===== src/rtl/cgmt_pkg.sv =====
`timescale 1ns/1ps
package cgmt_pkg;
   typedef enum logic [1:0] {
      ST_RUN    = 2'd0,
      ST_DRAIN  = 2'd1,
      ST_SELECT = 2'd2,
      ST_REFILL = 2'd3
   } cgmt_state_e;
endpackage


===== src/rtl/cgmt_wait_flags.sv =====
`timescale 1ns/1ps
module cgmt_wait_flags #(
   parameter int NT = 4
) (
   input  logic          clk,
   input  logic          rst_n,
   input  logic [NT-1:0] set_vec,
   input  logic [NT-1:0] clr_vec,
   output logic [NT-1:0] waiting
);
   for (genvar i = 0; i < NT; i++) begin : g_flag
      // a fresh miss beats a resolve arriving in the same cycle
      always_ff @(posedge clk) begin
         if (!rst_n)          waiting[i] <= 1'b0;
         else if (set_vec[i]) waiting[i] <= 1'b1;
         else if (clr_vec[i]) waiting[i] <= 1'b0;
      end

      a_r6_set_marks: assert property (@(posedge clk) disable iff (!rst_n)
         set_vec[i] |=> waiting[i]);
      a_r6_clear_frees: assert property (@(posedge clk) disable iff (!rst_n)
         (clr_vec[i] && !set_vec[i]) |=> !waiting[i]);
   end
endmodule


===== src/rtl/cgmt_rr_pick.sv =====
`timescale 1ns/1ps
module cgmt_rr_pick #(
   parameter int NT = 4,
   localparam int TW = $clog2(NT)
) (
   input  logic [TW-1:0] cur,
   input  logic [NT-1:0] ready,
   output logic          valid,
   output logic [TW-1:0] pick
);
   int unsigned idx;

   // scan from the farthest slot to the nearest; the nearest ready wins
   always_comb begin
      valid = 1'b0;
      pick  = cur;
      idx   = 0;
      for (int k = NT; k >= 1; k--) begin
         idx = int'(cur) + k;
         if (idx >= NT) idx = idx - NT;
         if (ready[idx]) begin
            valid = 1'b1;
            pick  = idx[TW-1:0];
         end
      end
   end

   always_comb begin
      if (valid) a_r5_pick_ready: assert (ready[pick]);
      if (ready != '0) a_r5_valid_any: assert (valid);
   end
endmodule


===== src/rtl/cgmt_loss_stats.sv =====
`timescale 1ns/1ps
module cgmt_loss_stats #(
   parameter int CW       = 16,
   parameter bit SATURATE = 1'b0
) (
   input  logic          clk,
   input  logic          rst_n,
   input  logic          sw_inc,
   input  logic          loss_inc,
   output logic [CW-1:0] sw_cnt,
   output logic [CW-1:0] loss_cnt
);
   localparam logic [CW-1:0] CNT_MAX = '1;

   if (CW < 2) begin : g_bad_cw
      $error("cgmt_loss_stats: CW must be at least 2");
   end

   if (SATURATE) begin : g_sat
      always_ff @(posedge clk) begin
         if (!rst_n) begin
            sw_cnt   <= '0;
            loss_cnt <= '0;
         end else begin
            if (sw_inc && sw_cnt != CNT_MAX)     sw_cnt   <= sw_cnt + 1'b1;
            if (loss_inc && loss_cnt != CNT_MAX) loss_cnt <= loss_cnt + 1'b1;
         end
      end
   end else begin : g_wrap
      always_ff @(posedge clk) begin
         if (!rst_n) begin
            sw_cnt   <= '0;
            loss_cnt <= '0;
         end else begin
            if (sw_inc)   sw_cnt   <= sw_cnt + 1'b1;
            if (loss_inc) loss_cnt <= loss_cnt + 1'b1;
         end
      end

      a_r9_loss_moves: assert property (@(posedge clk) disable iff (!rst_n)
         loss_inc |=> (loss_cnt != $past(loss_cnt)));
      a_r9_loss_holds: assert property (@(posedge clk) disable iff (!rst_n)
         !loss_inc |=> $stable(loss_cnt));
      a_r9_sw_holds: assert property (@(posedge clk) disable iff (!rst_n)
         !sw_inc |=> $stable(sw_cnt));
   end
endmodule


===== src/rtl/cgmt_switch_ctrl.sv =====
`timescale 1ns/1ps
module cgmt_switch_ctrl
   import cgmt_pkg::*;
#(
   parameter int NT       = 4,
   parameter int DEPTH    = 5,
   parameter int CW       = 16,
   parameter bit SAT_CNT  = 1'b0,
   localparam int TW      = $clog2(NT),
   localparam int RCW     = $clog2(DEPTH + 1)
) (
   input  logic          clk,
   input  logic          rst_n,
   input  logic          stall_evt,
   input  logic          stall_long,
   input  logic [TW-1:0] stall_tid,
   input  logic [NT-1:0] miss_done,
   input  logic          pipe_empty,
   output logic [TW-1:0] active_tid,
   output logic          fetch_en,
   output logic          flush,
   output logic          pc_save,
   output logic          pc_restore,
   output logic [CW-1:0] switch_cnt,
   output logic [CW-1:0] lost_cnt
);
   if (NT < 2) begin : g_bad_nt
      $error("cgmt_switch_ctrl: NT must be at least 2");
   end
   if (DEPTH < 1) begin : g_bad_depth
      $error("cgmt_switch_ctrl: DEPTH must be at least 1");
   end

   cgmt_state_e    state_q, state_d;
   logic [TW-1:0]  active_q;
   logic [RCW-1:0] refill_q;
   logic           trig;
   logic [NT-1:0]  set_vec;
   logic [NT-1:0]  waiting;
   logic           pick_valid;
   logic [TW-1:0]  pick_tid;
   logic           refill_last;

   assign trig = (state_q == ST_RUN) && stall_evt && stall_long
                 && (stall_tid == active_q);

   for (genvar i = 0; i < NT; i++) begin : g_set
      assign set_vec[i] = trig && (active_q == TW'(i));
   end

   cgmt_wait_flags #(.NT(NT)) i_wait (
      .clk     (clk),
      .rst_n   (rst_n),
      .set_vec (set_vec),
      .clr_vec (miss_done),
      .waiting (waiting)
   );

   cgmt_rr_pick #(.NT(NT)) i_pick (
      .cur   (active_q),
      .ready (~waiting),
      .valid (pick_valid),
      .pick  (pick_tid)
   );

   assign refill_last = (refill_q == RCW'(DEPTH - 1));

   always_comb begin
      state_d = state_q;
      unique case (state_q)
         ST_RUN:    if (trig)        state_d = ST_DRAIN;
         ST_DRAIN:  if (pipe_empty)  state_d = ST_SELECT;
         ST_SELECT: if (pick_valid)  state_d = ST_REFILL;
         ST_REFILL: if (refill_last) state_d = ST_RUN;
         default:                    state_d = ST_RUN;
      endcase
   end

   always_ff @(posedge clk) begin
      if (!rst_n) begin
         state_q  <= ST_RUN;
         active_q <= '0;
         refill_q <= '0;
      end else begin
         state_q <= state_d;
         if (state_q == ST_SELECT && pick_valid) begin
            active_q <= pick_tid;
            refill_q <= '0;
         end else if (state_q == ST_REFILL && !refill_last) begin
            refill_q <= refill_q + 1'b1;
         end
      end
   end

   assign active_tid = active_q;
   assign fetch_en   = (state_q == ST_RUN) || (state_q == ST_REFILL);
   assign flush      = (state_q == ST_DRAIN);
   assign pc_save    = trig;
   assign pc_restore = (state_q == ST_SELECT) && pick_valid;

   cgmt_loss_stats #(.CW(CW), .SATURATE(SAT_CNT)) i_stats (
      .clk      (clk),
      .rst_n    (rst_n),
      .sw_inc   (trig),
      .loss_inc (state_q != ST_RUN),
      .sw_cnt   (switch_cnt),
      .loss_cnt (lost_cnt)
   );

   a_r2_save_then_flush: assert property (@(posedge clk) disable iff (!rst_n)
      pc_save |=> (flush && !fetch_en));
   a_r4_flush_blocks_fetch: assert property (@(posedge clk) disable iff (!rst_n)
      flush |-> !fetch_en);
   a_r4_drain_exit: assert property (@(posedge clk) disable iff (!rst_n)
      (flush && pipe_empty) |=> !flush);
   a_r5_tid_steady: assert property (@(posedge clk) disable iff (!rst_n)
      !pc_restore |=> $stable(active_tid));
   a_r7_idle_quiet: assert property (@(posedge clk) disable iff (!rst_n)
      (!fetch_en && !flush) |-> !pc_save);
   a_r8_restore_fetch: assert property (@(posedge clk) disable iff (!rst_n)
      pc_restore |=> (fetch_en && !pc_save));
endmodule


===== config.mk =====
export PLATFORM = sky130hd
export DESIGN_NAME = cgmt_switch_ctrl
export DESIGN_NICKNAME = d
export VERILOG_FILES = /design/src/rtl/cgmt_pkg.sv /design/src/rtl/cgmt_wait_flags.sv /design/src/rtl/cgmt_rr_pick.sv /design/src/rtl/cgmt_loss_stats.sv /design/src/rtl/cgmt_switch_ctrl.sv
export SDC_FILE = /design/constraint.sdc
export NUM_CORES = 1
export LEC_CHECK = 0
export ABC_AREA = 1
export CAP_MARGIN = 40
export CORE_ASPECT_RATIO = 1.4
export CORE_UTILIZATION = 45
export DETAILED_ROUTE_END_ITERATION = 7
export PLACE_DENSITY = 0.71
export SKIP_CTS_REPAIR_TIMING = 1
export SYNTH_ARGS = -nofsm -noshare
export SYNTH_HDL_FRONTEND = slang
export SYNTH_SLANG_ARGS = --single-unit

===== constraint.sdc =====
create_clock -name clk -period 4.4 [get_ports clk]
set_input_delay 0.88 -clock clk [delete_from_list [all_inputs] [get_ports clk]]
set_output_delay 0.88 -clock clk [all_outputs]
set_load 0.03 [all_outputs]

* Yosys cells after proc, flatten, opt, wreduce, memory -nomap -nowiden
Cells that the tools add are included.
** Storage, ports and cells
- Register bits :: 43
** Cells by class
- Add/sub/neg operators :: 11
- $lt $le $gt $ge :: 8
- Equality and inequality tests :: 12
- Bitwise logic cells :: 2
- Reduce and logical (&&, ||, !) cells :: 22
- Multiplexer cells :: 33
** Operators with widths (count)
- 32-bit by 3-bit >= comparator with 1-bit output (second input constant) :: 4
- 32-bit by 3-bit less-than comparator with 1-bit output (second input constant) :: 4
- 32-bit two-way mux :: 4
- 32-bit by 3-bit subtractor with 32-bit output (second input constant) :: 4
- 16-bit by 1-bit adder with 16-bit output (second input constant) :: 2
- 1-bit two-way mux :: 16
- 2-bit two-way mux :: 8
- 2-bit nonzero test :: 5
- 1-bit logical AND :: 9
- 1-bit binary-select mux with 2-bit select :: 4
- 2-bit equality test (second input constant) :: 4
- 2-bit inequality test (second input constant) :: 4
- 2-bit one-hot mux with 4 select lines :: 1
- 2-bit by 2-bit adder with 3-bit output (second input constant) :: 2
- 2-bit by 3-bit adder with 4-bit output (second input constant) :: 1
- 2-bit by 1-bit equality test with 1-bit output (second input constant) :: 2
- 2-bit zero test :: 2
- 4-bit NOT :: 1
- 4-bit AND reduction :: 1
- 4-bit nonzero test :: 1
- 2-bit by 1-bit adder with 3-bit output (second input constant) :: 1
- 3-bit by 1-bit adder with 3-bit output (second input constant) :: 1
- 3-bit equality test (second input constant) :: 1
- 2-bit equality test :: 1
- 5 further kinds :: 5

* Longest topological paths before layout
- Depth in word-level cells :: 11
- Depth in mapped cells :: 11

* Hierarchy
From an unflattened synthesis, not the netlist that was laid out.
** Second synthesis, totals
- Cells, all modules :: 384
- Area total of the unflattened synthesis :: 2577.5 sq um
** Modules (own cells, without submodules)
- cgmt_loss_stats :: sequential area each 640.6 sq um, instances 1, cells each 236, area each 1650.3 sq um
- cgmt_switch_ctrl :: sequential area each 140.1 sq um, instances 1, cells each 79, area each 541.8 sq um
- cgmt_rr_pick :: sequential area each 0.0 sq um, instances 1, cells each 48, area each 236.5 sq um
- cgmt_wait_flags :: sequential area each 80.1 sq um, instances 1, cells each 21, area each 148.9 sq um

* Worst setup path before layout
OpenSTA, ideal clock, no wires.
- Kind :: input -> output
- From :: input port stall_tid[1]
- To :: output port pc_save
- Arrival time :: 1397 ps
- Stages on the path :: 6
- Data required time :: 3520 ps
- Slack :: 2123 ps
- Cells stage by stage :: inv_1 nand2_1 nand2_1 nand3_4 inv_2 buf_6
** Between the ends
- Word-level cells in the longest chain between the ends :: 2
** RTL lines
- start, declared :: line cgmt_switch_ctrl.sv:16 : input logic [TW-1:0] stall_tid,
- 2-bit equality test :: line cgmt_switch_ctrl.sv:45 : && (stall_tid == active_q);
- 1-bit logical AND :: line cgmt_switch_ctrl.sv:45
- end, declared :: line cgmt_switch_ctrl.sv:22 : output logic pc_save,
Every way passes these cells.

* Final worst setup path
- From :: input port stall_tid[0]
- To :: output port pc_save
The elaborated chain is that of the path after synthesis.

==> metrics.txt <==
most area-consuming cells after synthesis=dfxtp_1 34%, nand2_1 18%, inv_1 8.0%; synthesized instance count=381; fin nets=around 450; vias in the first global route=between 2000 and 2500; HPWL after DPL=~4.2 mm; Die Y=90.2 µm; H-tree levels=2; dpl cell area=3020 µm²; DRT iter0 DRCs=119; Leakage=1.20 nW; worst clock skew=0.00620 ns; # DRC=0; setup violators final=0; Starting Density=0.474; Area growth syn-to-layout=25.1%; share of the synthesized area in the top cell type=0.344; CTS tree=yes; Fill cells=532; die width=between 60 and 70 µm; clock transition at the registers of the reported paths=0.08 ns; clock tree buffer depth=2; Seq/Total Area, Yosys=0.344; global-route wire length before repair=9.58 mm; CP arrival=2.57 ns; worst setup margin=roughly 0.95 ns; clock root buffer=clkbuf_8; Worst Path Max Fanout=17; Crit. Startpoint=stall_tid[0]; via count=2442; Final Hold Fails=0; Hold Crit Class=flop to flop; initial antenna violation count=0; hold_ws=0.487 ns; ys async rst share=0; Layout Utilization=0.593; setup_tns=0 ns; min-delay src=refill_q[1]; crit path kind=primary input to primary output; clk_lat worst skew=slightly below 0.3 ns; final WL=5.63 mm; GRT overflow=0; max_cap viols=0; Core Rows=31; largest net degree at the start of global routing=23; IO Port Bufs=48; clock period minus final worst setup slack=3.45 ns; GPL Wtd Cong=between 0.8 and 0.9; Main synth FF type=dfxtp_1; status=complete, no violations; worst slack at placement=around 0.94 ns; top cells by count, synth=121 x nand2_1, 53 x inv_1, 43 x dfxtp_1, 37 x nor2_1, 31 x a21oi_1; Mapped Avg Cell Area=roughly 6.6 µm²; vias per cell=4.92; Mapped Area=2500 µm²; required time worst endpoint=3.52 ns; Reg2Reg Launch Point=state_q[0]; Post-synth EDFFs=0; Critical Path Sink Type=primary output; Top Ports=49; Hold Path Depth=2; cell taking the most area after synthesis=dfxtp_1; CP startpoint kind=primary input; RSZ-0062 raised after global routing=false; syn nets=405; R2R cell count=9; R2R Setup Slk=~2.5 ns; fmax=between 200 and 300 MHz; Synthesis Warnings=0; pwr dens=361 nW/µm²; Total GRT Usage=0.203; clk sink count=43; maximum vdd drop=0.254 mV; Yosys reg bits=43; core area=between 5000 and 6000 µm²; max_slew headroom=0.539; # diodes=0; Final Cell Area=3130 µm²; post-route antenna net violation count=0; Synth cell types=26; top-count cell post-synth=nand2_1; fin. max-slew vios=0; post-route clock period utilization=0.784; layout cells sized above 1=0.0535; drt pass-1 iters=4; Die Area=~5900 µm²; DR WL/cell=11.4 µm; TritonCTS Buffers=5; worst-margin pin slew=~0.7 ns
[report_power, final]
part	total, W	internal (W)	switching, W
logic	0.000373	0.000142	0.000231
clock network	0.000301	0.000167	0.000134
registers	0.000455	0.000414	0.0000405
total	0.00113	0.000723	0.000405
[final cells by class]
cell class | count | area [µm²] | area share
Timing Repair Buffer | 50 | 495 | 0.158
Inverter | 55 | 206 | 0.0660
Multi-Input combinational cell | 275 | 1380 | 0.441
Clock buffer | 6 | 72.6 | 0.0232
Sequential cell | 43 | 861 | 0.275
Tap cell | 66 | 82.6 | 0.0264
Clock inverter | 1 | 30.0 | 0.00960
[metal layers]
metal,track usage,routed length (µm),share of wire,vias up
li1,-,-,-,1284
met2,0.369,2880,0.51,55
met4,0.0593,48,0.0085,0
met3,0.0368,213,0.038,5
met5,0,0,0,-
met1,0.234,2490,0.44,1098
[placed cells by master, fill, tap and decap left out, types with 2 or more instances in the layout]
| cell | Yosys | final |
|---|---|---|
| inv_1 | 53 | 53 |
| ha_1 | 13 | 13 |
| nand2_1 | 121 | 121 |
| nor2_1 | 37 | 37 |
| o21ai_0 | 17 | 17 |
| dfxtp_1 | 43 | 43 |
| clkdlybuf4s50_1 | 0 | 48 |
| or2_2 | 6 | 6 |
| buf_4 | 0 | 2 |
| a21oi_1 | 31 | 31 |
| nor2_2 | 3 | 3 |
| nand4_1 | 8 | 8 |
| inv_2 | 2 | 2 |
| nor3b_1 | 4 | 4 |
| xnor2_1 | 5 | 5 |
| nand3_1 | 20 | 20 |
| nor3_1 | 3 | 3 |
| clkbuf_8 | 0 | 5 |
[critical path, stage by stage]
cell             delay [ns]
clkdlybuf4s50_1        0.56
xnor2_4                0.14
nand3_4                0.21
inv_2                  0.10
clkdlybuf4s50_1        0.67
[stage by stage]
step,std cells,power [W]
after floorplan,381,0.000730
after global placement,489,0.000832
after detailed placement,489,0.000837
after CTS,496,0.00114
after global routing,496,0.00120
final,496,0.00113
[registers in the layout (all words and copies together), names as in the netlist]
signal / cells
i_stats.loss_cnt: 16
i_stats.sw_cnt: 16
i_wait.waiting: 4
refill_q: 3
active_tid: 2
state_q: 2
[path summary, 6_finish.rpt]
check                            to
setup reg to reg  i_stats.sw_cnt[2]
setup / recovery            pc_save
hold / removal          refill_q[1]
hold reg to reg         refill_q[1]
[kinds of logic after synthesis]
family                   synth area share
AND/OR/NAND/NOR                     0.356
buffers and inverters               0.104
AO/OA/AOI/OAI                      0.0981
flip-flops                          0.344
adder cells (fa/ha/maj)            0.0651
XOR/XNOR                           0.0320
Note: power is estimated with default switching activity, not from simulation.
